## src/rtl/dma_err_pkg.sv

```systemverilog
package dma_err_pkg;
    localparam int NUM_ERR = 5;
    localparam int ERR_PAR = 0;
    localparam int ERR_MAB = 1;
    localparam int ERR_TAB = 2;
    localparam int ERR_MPA = 3;
    localparam int ERR_ZRB = 4;
    localparam int STAT_W  = NUM_ERR + 2;
    localparam int WBS_W   = 2;

    typedef enum logic [2:0] {
        ST_IDLE,
        ST_FETCH,
        ST_XFER,
        ST_WBACK,
        ST_NEXT,
        ST_HALT
    } dma_st_e;
endpackage

```

## src/rtl/dma_err_classify.sv

```systemverilog
module dma_err_classify
    import dma_err_pkg::*;
(
    input  logic [NUM_ERR-1:0] err_i,
    input  logic               active_i,
    input  logic               in_xfer_i,
    input  logic               wb_en_i,
    output logic [NUM_ERR-1:0] rec_o,
    output logic               fatal_o,
    output logic               nonfatal_o
);
    logic zero_hit;

    for (genvar g = 0; g < ERR_ZRB; g++) begin : g_hard
        assign rec_o[g] = err_i[g] & active_i;
    end

    assign zero_hit       = err_i[ERR_ZRB] & in_xfer_i;
    assign rec_o[ERR_ZRB] = zero_hit & ~wb_en_i;
    assign fatal_o        = |rec_o;
    assign nonfatal_o     = zero_hit & wb_en_i & ~fatal_o;
endmodule

```

## src/rtl/dma_err_flags.sv

```systemverilog
module dma_err_flags #(
    parameter int NERR = 5
) (
    input  logic            clk,
    input  logic            rst_n,
    input  logic [NERR-1:0] set_i,
    input  logic [NERR-1:0] clr_i,
    output logic [NERR-1:0] flags_o,
    output logic            zero_o
);
    logic [NERR-1:0] flags_q;

    for (genvar g = 0; g < NERR; g++) begin : g_bit
        always_ff @(posedge clk) begin
            if (!rst_n)        flags_q[g] <= 1'b0;
            else if (set_i[g]) flags_q[g] <= 1'b1;
            else if (clr_i[g]) flags_q[g] <= 1'b0;
        end


        flag_clr_chk: assert property (@(posedge clk) disable iff (!rst_n)
            (clr_i[g] && !set_i[g]) |=> !flags_q[g]);


        flag_sticky_chk: assert property (@(posedge clk) disable iff (!rst_n)
            (flags_q[g] && !clr_i[g]) |=> flags_q[g]);
    end

    assign flags_o = flags_q;
    assign zero_o  = ~|flags_q;
endmodule

```

## src/rtl/dma_err_fsm.sv

```systemverilog
module dma_err_fsm
    import dma_err_pkg::*;
(
    input  logic             clk,
    input  logic             rst_n,
    input  logic             en_set_i,
    input  logic             flags_zero_i,
    input  logic             fatal_i,
    input  logic             nonfatal_i,
    input  logic             fetch_ack_i,
    input  logic             desc_wb_en_i,
    input  logic             desc_last_i,
    input  logic             xfer_done_i,
    input  logic             wb_ack_i,
    output logic             fetch_req_o,
    output logic             xfer_req_o,
    output logic             wb_req_o,
    output logic [WBS_W-1:0] wb_status_o,
    output logic             irq_o,
    output logic             en_o,
    output logic             active_o,
    output logic             in_xfer_o,
    output logic             wb_en_o
);
    dma_st_e state_q, state_d;
    logic    en_q, wb_en_q, last_q, zerr_q, irq_q;
    logic    chain_end;

    always_comb begin
        state_d = state_q;
        unique case (state_q)
            ST_IDLE:  if ((en_q || en_set_i) && flags_zero_i) state_d = ST_FETCH;
            ST_FETCH: if (fatal_i)          state_d = ST_HALT;
                      else if (fetch_ack_i) state_d = ST_XFER;
            ST_XFER:  if (fatal_i)          state_d = ST_HALT;
                      else if (nonfatal_i)  state_d = ST_WBACK;
                      else if (xfer_done_i) state_d = wb_en_q ? ST_WBACK : ST_NEXT;
            ST_WBACK: if (fatal_i)          state_d = ST_HALT;
                      else if (wb_ack_i)    state_d = ST_NEXT;
            ST_NEXT:  if (fatal_i)          state_d = ST_HALT;
                      else                  state_d = last_q ? ST_IDLE : ST_FETCH;
            ST_HALT:  if (flags_zero_i)     state_d = ST_IDLE;
            default:                        state_d = ST_IDLE;
        endcase
    end

    assign chain_end = (state_q == ST_NEXT) && last_q && !fatal_i;

    always_ff @(posedge clk) begin
        if (!rst_n) begin
            state_q <= ST_IDLE;
            en_q    <= 1'b0;
            wb_en_q <= 1'b0;
            last_q  <= 1'b0;
            zerr_q  <= 1'b0;
            irq_q   <= 1'b0;
        end else begin
            state_q <= state_d;
            irq_q   <= fatal_i;
            if (fatal_i)        en_q <= 1'b0;
            else if (en_set_i)  en_q <= 1'b1;
            else if (chain_end) en_q <= 1'b0;
            if (state_q == ST_FETCH && fetch_ack_i) begin
                wb_en_q <= desc_wb_en_i;
                last_q  <= desc_last_i;
                zerr_q  <= 1'b0;
            end else if (nonfatal_i) begin
                zerr_q  <= 1'b1;
            end
        end
    end

    always_comb begin
        fetch_req_o = 1'b0;
        xfer_req_o  = 1'b0;
        wb_req_o    = 1'b0;
        active_o    = 1'b0;
        unique case (state_q)
            ST_IDLE:  ;
            ST_FETCH: begin fetch_req_o = 1'b1; active_o = 1'b1; end
            ST_XFER:  begin xfer_req_o  = 1'b1; active_o = 1'b1; end
            ST_WBACK: begin wb_req_o    = 1'b1; active_o = 1'b1; end
            ST_NEXT:  active_o = 1'b1;
            ST_HALT:  ;
            default:  ;
        endcase
    end

    assign wb_status_o = {zerr_q, 1'b1};
    assign irq_o       = irq_q;
    assign en_o        = en_q;
    assign in_xfer_o   = (state_q == ST_XFER);
    assign wb_en_o     = wb_en_q;


    halt_on_fatal_chk: assert property (@(posedge clk) disable iff (!rst_n)
        fatal_i |=> (state_q == ST_HALT && !en_q && irq_q));


    irq_single_chk: assert property (@(posedge clk) disable iff (!rst_n)
        irq_q |=> !irq_q);


    halted_quiet_chk: assert property (@(posedge clk) disable iff (!rst_n)
        (state_q == ST_HALT && !flags_zero_i) |=> !fetch_req_o);


    nonfatal_wb_chk: assert property (@(posedge clk) disable iff (!rst_n)
        nonfatal_i |=> (wb_req_o && wb_status_o == 2'b11 && !irq_q));
endmodule

```

## src/rtl/dma_err_seq.sv

```systemverilog
module dma_err_seq
    import dma_err_pkg::*;
(
    input  logic               clk,
    input  logic               rst_n,
    input  logic               en_set_i,
    input  logic [NUM_ERR-1:0] err_clr_i,
    input  logic [NUM_ERR-1:0] err_i,
    output logic               fetch_req_o,
    input  logic               fetch_ack_i,
    input  logic               desc_wb_en_i,
    input  logic               desc_last_i,
    output logic               xfer_req_o,
    input  logic               xfer_done_i,
    output logic               wb_req_o,
    output logic [WBS_W-1:0]   wb_status_o,
    input  logic               wb_ack_i,
    output logic               irq_o,
    output logic [STAT_W-1:0]  status_o
);
    logic [NUM_ERR-1:0] rec, flags;
    logic               fatal, nonfatal, flags_zero;
    logic               en, active, in_xfer, wb_en;

    dma_err_classify u_cls (
        .err_i      (err_i),
        .active_i   (active),
        .in_xfer_i  (in_xfer),
        .wb_en_i    (wb_en),
        .rec_o      (rec),
        .fatal_o    (fatal),
        .nonfatal_o (nonfatal)
    );

    dma_err_flags #(.NERR(NUM_ERR)) u_flags (
        .clk     (clk),
        .rst_n   (rst_n),
        .set_i   (rec),
        .clr_i   (err_clr_i),
        .flags_o (flags),
        .zero_o  (flags_zero)
    );

    dma_err_fsm u_fsm (
        .clk          (clk),
        .rst_n        (rst_n),
        .en_set_i     (en_set_i),
        .flags_zero_i (flags_zero),
        .fatal_i      (fatal),
        .nonfatal_i   (nonfatal),
        .fetch_ack_i  (fetch_ack_i),
        .desc_wb_en_i (desc_wb_en_i),
        .desc_last_i  (desc_last_i),
        .xfer_done_i  (xfer_done_i),
        .wb_ack_i     (wb_ack_i),
        .fetch_req_o  (fetch_req_o),
        .xfer_req_o   (xfer_req_o),
        .wb_req_o     (wb_req_o),
        .wb_status_o  (wb_status_o),
        .irq_o        (irq_o),
        .en_o         (en),
        .active_o     (active),
        .in_xfer_o    (in_xfer),
        .wb_en_o      (wb_en)
    );

    assign status_o = {flags[ERR_ZRB], flags[ERR_MAB], flags[ERR_MPA],
                       flags[ERR_TAB], flags[ERR_PAR], en, active};


    idle_ignore_chk: assert property (@(posedge clk) disable iff (!rst_n)
        (!active && flags_zero) |=> !irq_o);
endmodule

```

## config.mk

```make
export PLATFORM = sky130hd
export DESIGN_NAME = dma_err_seq
export DESIGN_NICKNAME = d
export VERILOG_FILES = /design/src/rtl/dma_err_pkg.sv /design/src/rtl/dma_err_classify.sv /design/src/rtl/dma_err_flags.sv /design/src/rtl/dma_err_fsm.sv /design/src/rtl/dma_err_seq.sv
export SDC_FILE = /design/constraint.sdc
export NUM_CORES = 1
export LEC_CHECK = 0
export BUFFER_PORTS_ARGS = -buffer_cell sky130_fd_sc_hd__buf_2
export CAP_MARGIN = 20
export CORE_ASPECT_RATIO = 1.1
export CORE_MARGIN = 8
export CORE_UTILIZATION = 47
export CTS_BUF_LIST = sky130_fd_sc_hd__clkbuf_16
export CTS_CLUSTER_SIZE = 10
export DETAILED_ROUTE_END_ITERATION = 6
export GPL_TIMING_DRIVEN = 0
export HOLD_SLACK_MARGIN = 0.03
export PLACE_DENSITY = 0.77
export SYNTH_ARGS = -nofsm -noshare
export SYNTH_HDL_FRONTEND = slang
export SYNTH_SLANG_ARGS = --single-unit
```

## constraint.sdc

```tcl
create_clock -name clk -period 1.97 [get_ports clk]
set_clock_uncertainty 0.05 [all_clocks]
set_input_delay 0.0985 -clock clk [delete_from_list [all_inputs] [get_ports clk]]
set_output_delay 0.0985 -clock clk [all_outputs]
set_load 0.005 [all_outputs]
```

# == After elaboration in Yosys (flattened, before gate mapping) ==
# Index checks and enable logic that the tools add are counted.
# op_classes
n_eq_ne,10
mux,29
n_bitwise,11
n_reduce_logical,20
# ops
operator,n
3-bit 2-to-1 mux,11
3-bit one-hot mux with 6 select lines,1
1-bit 2-to-1 mux,17
2-bit nonzero test,6
5-bit OR reduction,2
1-bit bitwise AND,8
3-bit by 2-bit == test with 1-bit output (second input constant),2
3-bit == test (second input constant),2
3-bit != test (second input constant),2
6-bit OR reduction,1
5-bit AND reduction,1
1-bit logical AND,4
4-bit != test (second input constant),1
4-bit OR reduction,1
3-bit by 1-bit == test with 1-bit output (second input constant),1
3-bit logical NOT,1
1-bit inverter,3
1-bit logical NOT,2
2-bit by 1-bit != test with 1-bit output (second input constant),1
2-bit != test (second input constant),1
2-bit OR reduction,1
1-bit logical OR,1
# word_totals
ff_bits,13
input_bits,18
out_inout_bits,13

# == Logic depth before layout (Yosys ltp) ==
# depth
depth_word,10
depth_mapped,6

# == Cells and area by module ==
# Synthesis repeated with hierarchy kept, for this count alone.
# unflattened
hier_cells,93
area_unflattened_um2,779.5
# modules_own_cells
mod,instances,cells_each,area_per_inst_um2,seq_area_each_um2
dma_err_fsm,1,65,520.5,160.2
dma_err_flags,1,17,180.2,100.1
dma_err_classify,1,9,63.8,0.0
dma_err_seq,1,2,15.0,0.0

# == Worst setup path after synthesis ==
# Ideal clock, no wire load.
# synth_path
path_type,reg-to-reg
start,reg u_fsm.state_q[1]
end,reg u_fsm.state_q[1]
setup_ns,0.104
t_arrival_ns,1.386
required_ns,1.816
slack_ns,0.430
stages_incl_launch_ff,7
synth_period_minus_slack_ns,1.540
path_cell_list,dfxtp_1 > buf_6 > mux2i_1 > a31oi_2 > nor4_4 > a31oi_1 > a2111oi_2
# synth_via
elab_chain_len,10
word_cells_on_any_way,29
# synth_rtl
element,line,text
start: declaration,dma_err_fsm.sv:25,"dma_st_e state_q, state_d;"
start signal: assignment,dma_err_fsm.sv:58,state_q <= state_d;
3-bit by 2-bit == test with 1-bit output (tied with other cells),"dma_err_fsm.sv:31, dma_err_fsm.sv:78, dma_err_fsm.sv:92",
4-bit OR reduction (no line),-,
1-bit 2-to-1 mux,dma_err_fsm.sv:78,unique case (state_q)
1-bit bitwise AND,dma_err_classify.sv:15,assign rec_o[g] = err_i[g] & active_i;
5-bit OR reduction,dma_err_classify.sv:20,assign fatal_o = |rec_o;
1-bit inverter,dma_err_classify.sv:21,assign nonfatal_o = zero_hit & wb_en_i & ~fatal_o;
1-bit bitwise AND,dma_err_classify.sv:21,
3-bit 2-to-1 mux,dma_err_fsm.sv:36,else if (nonfatal_i) state_d = ST_WBACK;
3-bit 2-to-1 mux,dma_err_fsm.sv:35,ST_XFER: if (fatal_i) state_d = ST_HALT;
3-bit one-hot mux with 6 select lines,dma_err_fsm.sv:31,unique case (state_q)
# Several ways; a longest one is shown, not always the timed one.
# A chain may end at the register's enable or synchronous reset.

# == Worst setup path in the final report ==
# Same ends and word-level chain as after synthesis.

==> out/qor.yml <==
crit_arrival_ns: 1.79
placed_cells: 142
grt_pass1_vias: 877
synthTopCellsByArea: "dfxtp_1 (32%), a21oi_1 (6.1%), nor2_1 (6.0%)"
cts_tree: "done"
avgRoutedWirePerCell_um: 14.8
whs_endpoint: "u_fsm.wb_en_o$_SDFFE_PN0P_"
synth_area_leader_cell: "dfxtp_1"
nNetsFinal: 147
yosys_warnings: 0
grt_pass1_wl_mm: 3.70
via_per_inst: 5.68
cts_max_level: 1
setup_ws_ns: 0.268
synth_edf_count: 0
ant_nets: 0
min_from: "desc_wb_en_i"
cts_resized: 0
cts_setup_buffers: 0
numCtsBuffers: 3
clockBufferDepth: 2
synth_seq_area_share_pct: 31.8
syn_nets: 113
final_layout_size_suffix_gt1_share_pct: 39.8
final.setup.tns_ns: 0
yosysTopAreaCellShare_pct: 31.8
start_kind: "flop"
r2r_slack_ns: 0.27
syn-instance-count: 95
cp_slowest_cell: "dfxtp_1"
hold_depth: 3
rsz0062_at_grt: "false"
antenna_found_initial: 0
slew_violations: 0
critPathMaxFanout: 10
synth_ff_type: "dfxtp_1"
die_y_um: 59.8
gp_congestion: 0.893
status: "finished clean"
syn_avg_cell_area_sq_um: 8.61
clockRootBuffer: "clkbuf_16"
ys_types: 39
peakVddDrop_uv: 641
path_cells: "buf_6, mux2i_1, a31oi_2, nor4_4, a31oi_1, a2111oi_2"
std_cell_rows: 16
hold_buffers: 0
finalSetupViolations: 0
crit_type: "flop to flop"
p_leak_nw: 0.492
worstRegToRegCells: 6
syn_area_sq_um: 818
p_per_area_nw_per_um2: 1290
synth_commonest_cells: "dfxtp_1 (13), nor2_1 (13), a21oi_1 (10)"
reg2reg_to: "u_fsm.state_q[1]$_SDFFE_PN0P_"
clock_latency_ns: 0.24
clock-sinks: 13
endpoint_kind: "flop"
hold_viol: 0
final_cells: 146
grt_max_degree: 11
timing.rr.start: "u_fsm.state_q[1]$_SDFFE_PN0P_"
overflow: 0
syn2layout_area_growth_pct: 30.3
maxClockFrequency_mhz: 587
crit_required_ns: 2.06
coreArea_sq_um: 1700
synthArstFlopShare_pct: 0
design.die.area_sq_um: 3330
clk_pin_slew_ns: 0.05
diodes: 0
drv_cap: 0
dr.pass1.iters: 4
fin_crit_sh_pct: 86.4
pre_cts_slack_ns: 0.278
critPathBufInv: 1
grt_usage_pct: 13.5
ys_ff_latch: 13
post-route-util_pct: 62.6
final_cell_area_sq_um: 1070
hold_class: "input port to flop"
period_minus_slack_ns: 1.70
die_w_um: 55.8
initial_utilization_pct: 48.1
wl_mm: 2.16
vias: 829
place_hpwl_mm: 1.68
remaining_drc_errors: 0
drt_first_iter_violations: 26
cp_slowest_stage_delay_ns: 0.39
placed_cell_area_sq_um: 986
num_io_pins: 31
cp_top_family: "compound AO/OA/AOI/OAI gates"
portBuffers: 29
tightest hold or removal path, cell delays in order:
cell     delay (ns)
buf_2          0.10
nand3_1        0.05
a21oi_1        0.05
per-stage QoR:
step                power (mW)  hold WS (ns)
CTS                       1.38        0.0591
detailed placement       0.986         0.312
finish                    1.37        0.0590
floorplan                0.816         0.182
global route              1.46        0.0812
global placement         0.971         0.304
cell families (layout without fill, tap and decap cells):
family | Yosys count | after routing | share of synthesized area [%]
compound gates | 25 | 25 | 23.2
buf+inv | 11 | 44 | 8.87
flops | 13 | 13 | 31.8
mux | 4 | 4 | 5.05
other cells | 1 | 1 | 0.458
simple gates | 41 | 41 | 30.6
layout make-up:
| type | instances | area, sq um |
|---|---|---|
| Clock buffer | 3 | 75.1 |
| Inverter | 4 | 15.0 |
| Sequential cell | 13 | 260 |
| Tap cell | 18 | 22.5 |
| Buffer | 7 | 57.6 |
| Timing Repair Buffer | 29 | 145 |
| Clock inverter | 1 | 5.00 |
| Multi-Input combinational cell | 71 | 485 |
| Fill cell | 145 | 636 |
worst max path at each step:
stage / startpoint / end / slack (ns) / cells after the start
final: u_fsm.state_q[1]$_SDFFE_PN0P_ / u_fsm.state_q[1]$_SDFFE_PN0P_ / 0.27 / 6
after global routing: u_fsm.state_q[0]$_SDFFE_PN0P_ / u_fsm.state_q[0]$_SDFFE_PN0P_ / 0.16 / 5
after CTS: u_fsm.state_q[1]$_SDFFE_PN0P_ / u_fsm.state_q[1]$_SDFFE_PN0P_ / 0.26 / 6
after detailed placement: u_fsm.state_q[1]$_SDFFE_PN0P_ / u_fsm.state_q[1]$_SDFFE_PN0P_ / 0.28 / 6
after global placement: u_fsm.state_q[1]$_SDFFE_PN0P_ / u_fsm.state_q[1]$_SDFFE_PN0P_ / 0.31 / 6
after floorplan: u_fsm.state_q[1]$_SDFFE_PN0P_ / u_fsm.state_q[1]$_SDFFE_PN0P_ / 0.43 / 6
registers in the layout, indices dropped and copies added (netlist names):
register / flops
u_fsm.irq_o: 1
u_fsm.en_o: 1
u_flags.flags_o: 5
u_fsm.zerr_q: 1
u_fsm.last_q: 1
u_fsm.state_q: 3
u_fsm.wb_en_o: 1
metal layers:
layer  up-vias  track usage [%]  part of all wire [%]
met5         -                0                     0
met4         0             6.69                   1.5
met3         5             4.25                   5.6
met2        28             24.0                    51
met1       395             14.0                    42
li1        401                -                     -
cell usage in the layout, fill, tap and decap left out, types with 2 or more instances in the layout:
master,n
buf_2,30
nor2_1,13
dfxtp_1,13
a21oi_1,10
nand2_1,6
nor2b_1,5
nand3_1,4
buf_4,4
inv_1,3
mux2i_1,3
clkbuf_16,3
buf_6,2
nor4_4,2
a211oi_1,2
or4_1,2
where the power goes:
group          leakage, nW  total, mW  switching (mW)  internal (mW)
logic                0.345      0.601           0.317          0.284
registers            0.106      0.382          0.0554          0.327
clock network       0.0409      0.387           0.117          0.270
total                0.492       1.37           0.490          0.881
(Power assumes the default switching activity.)
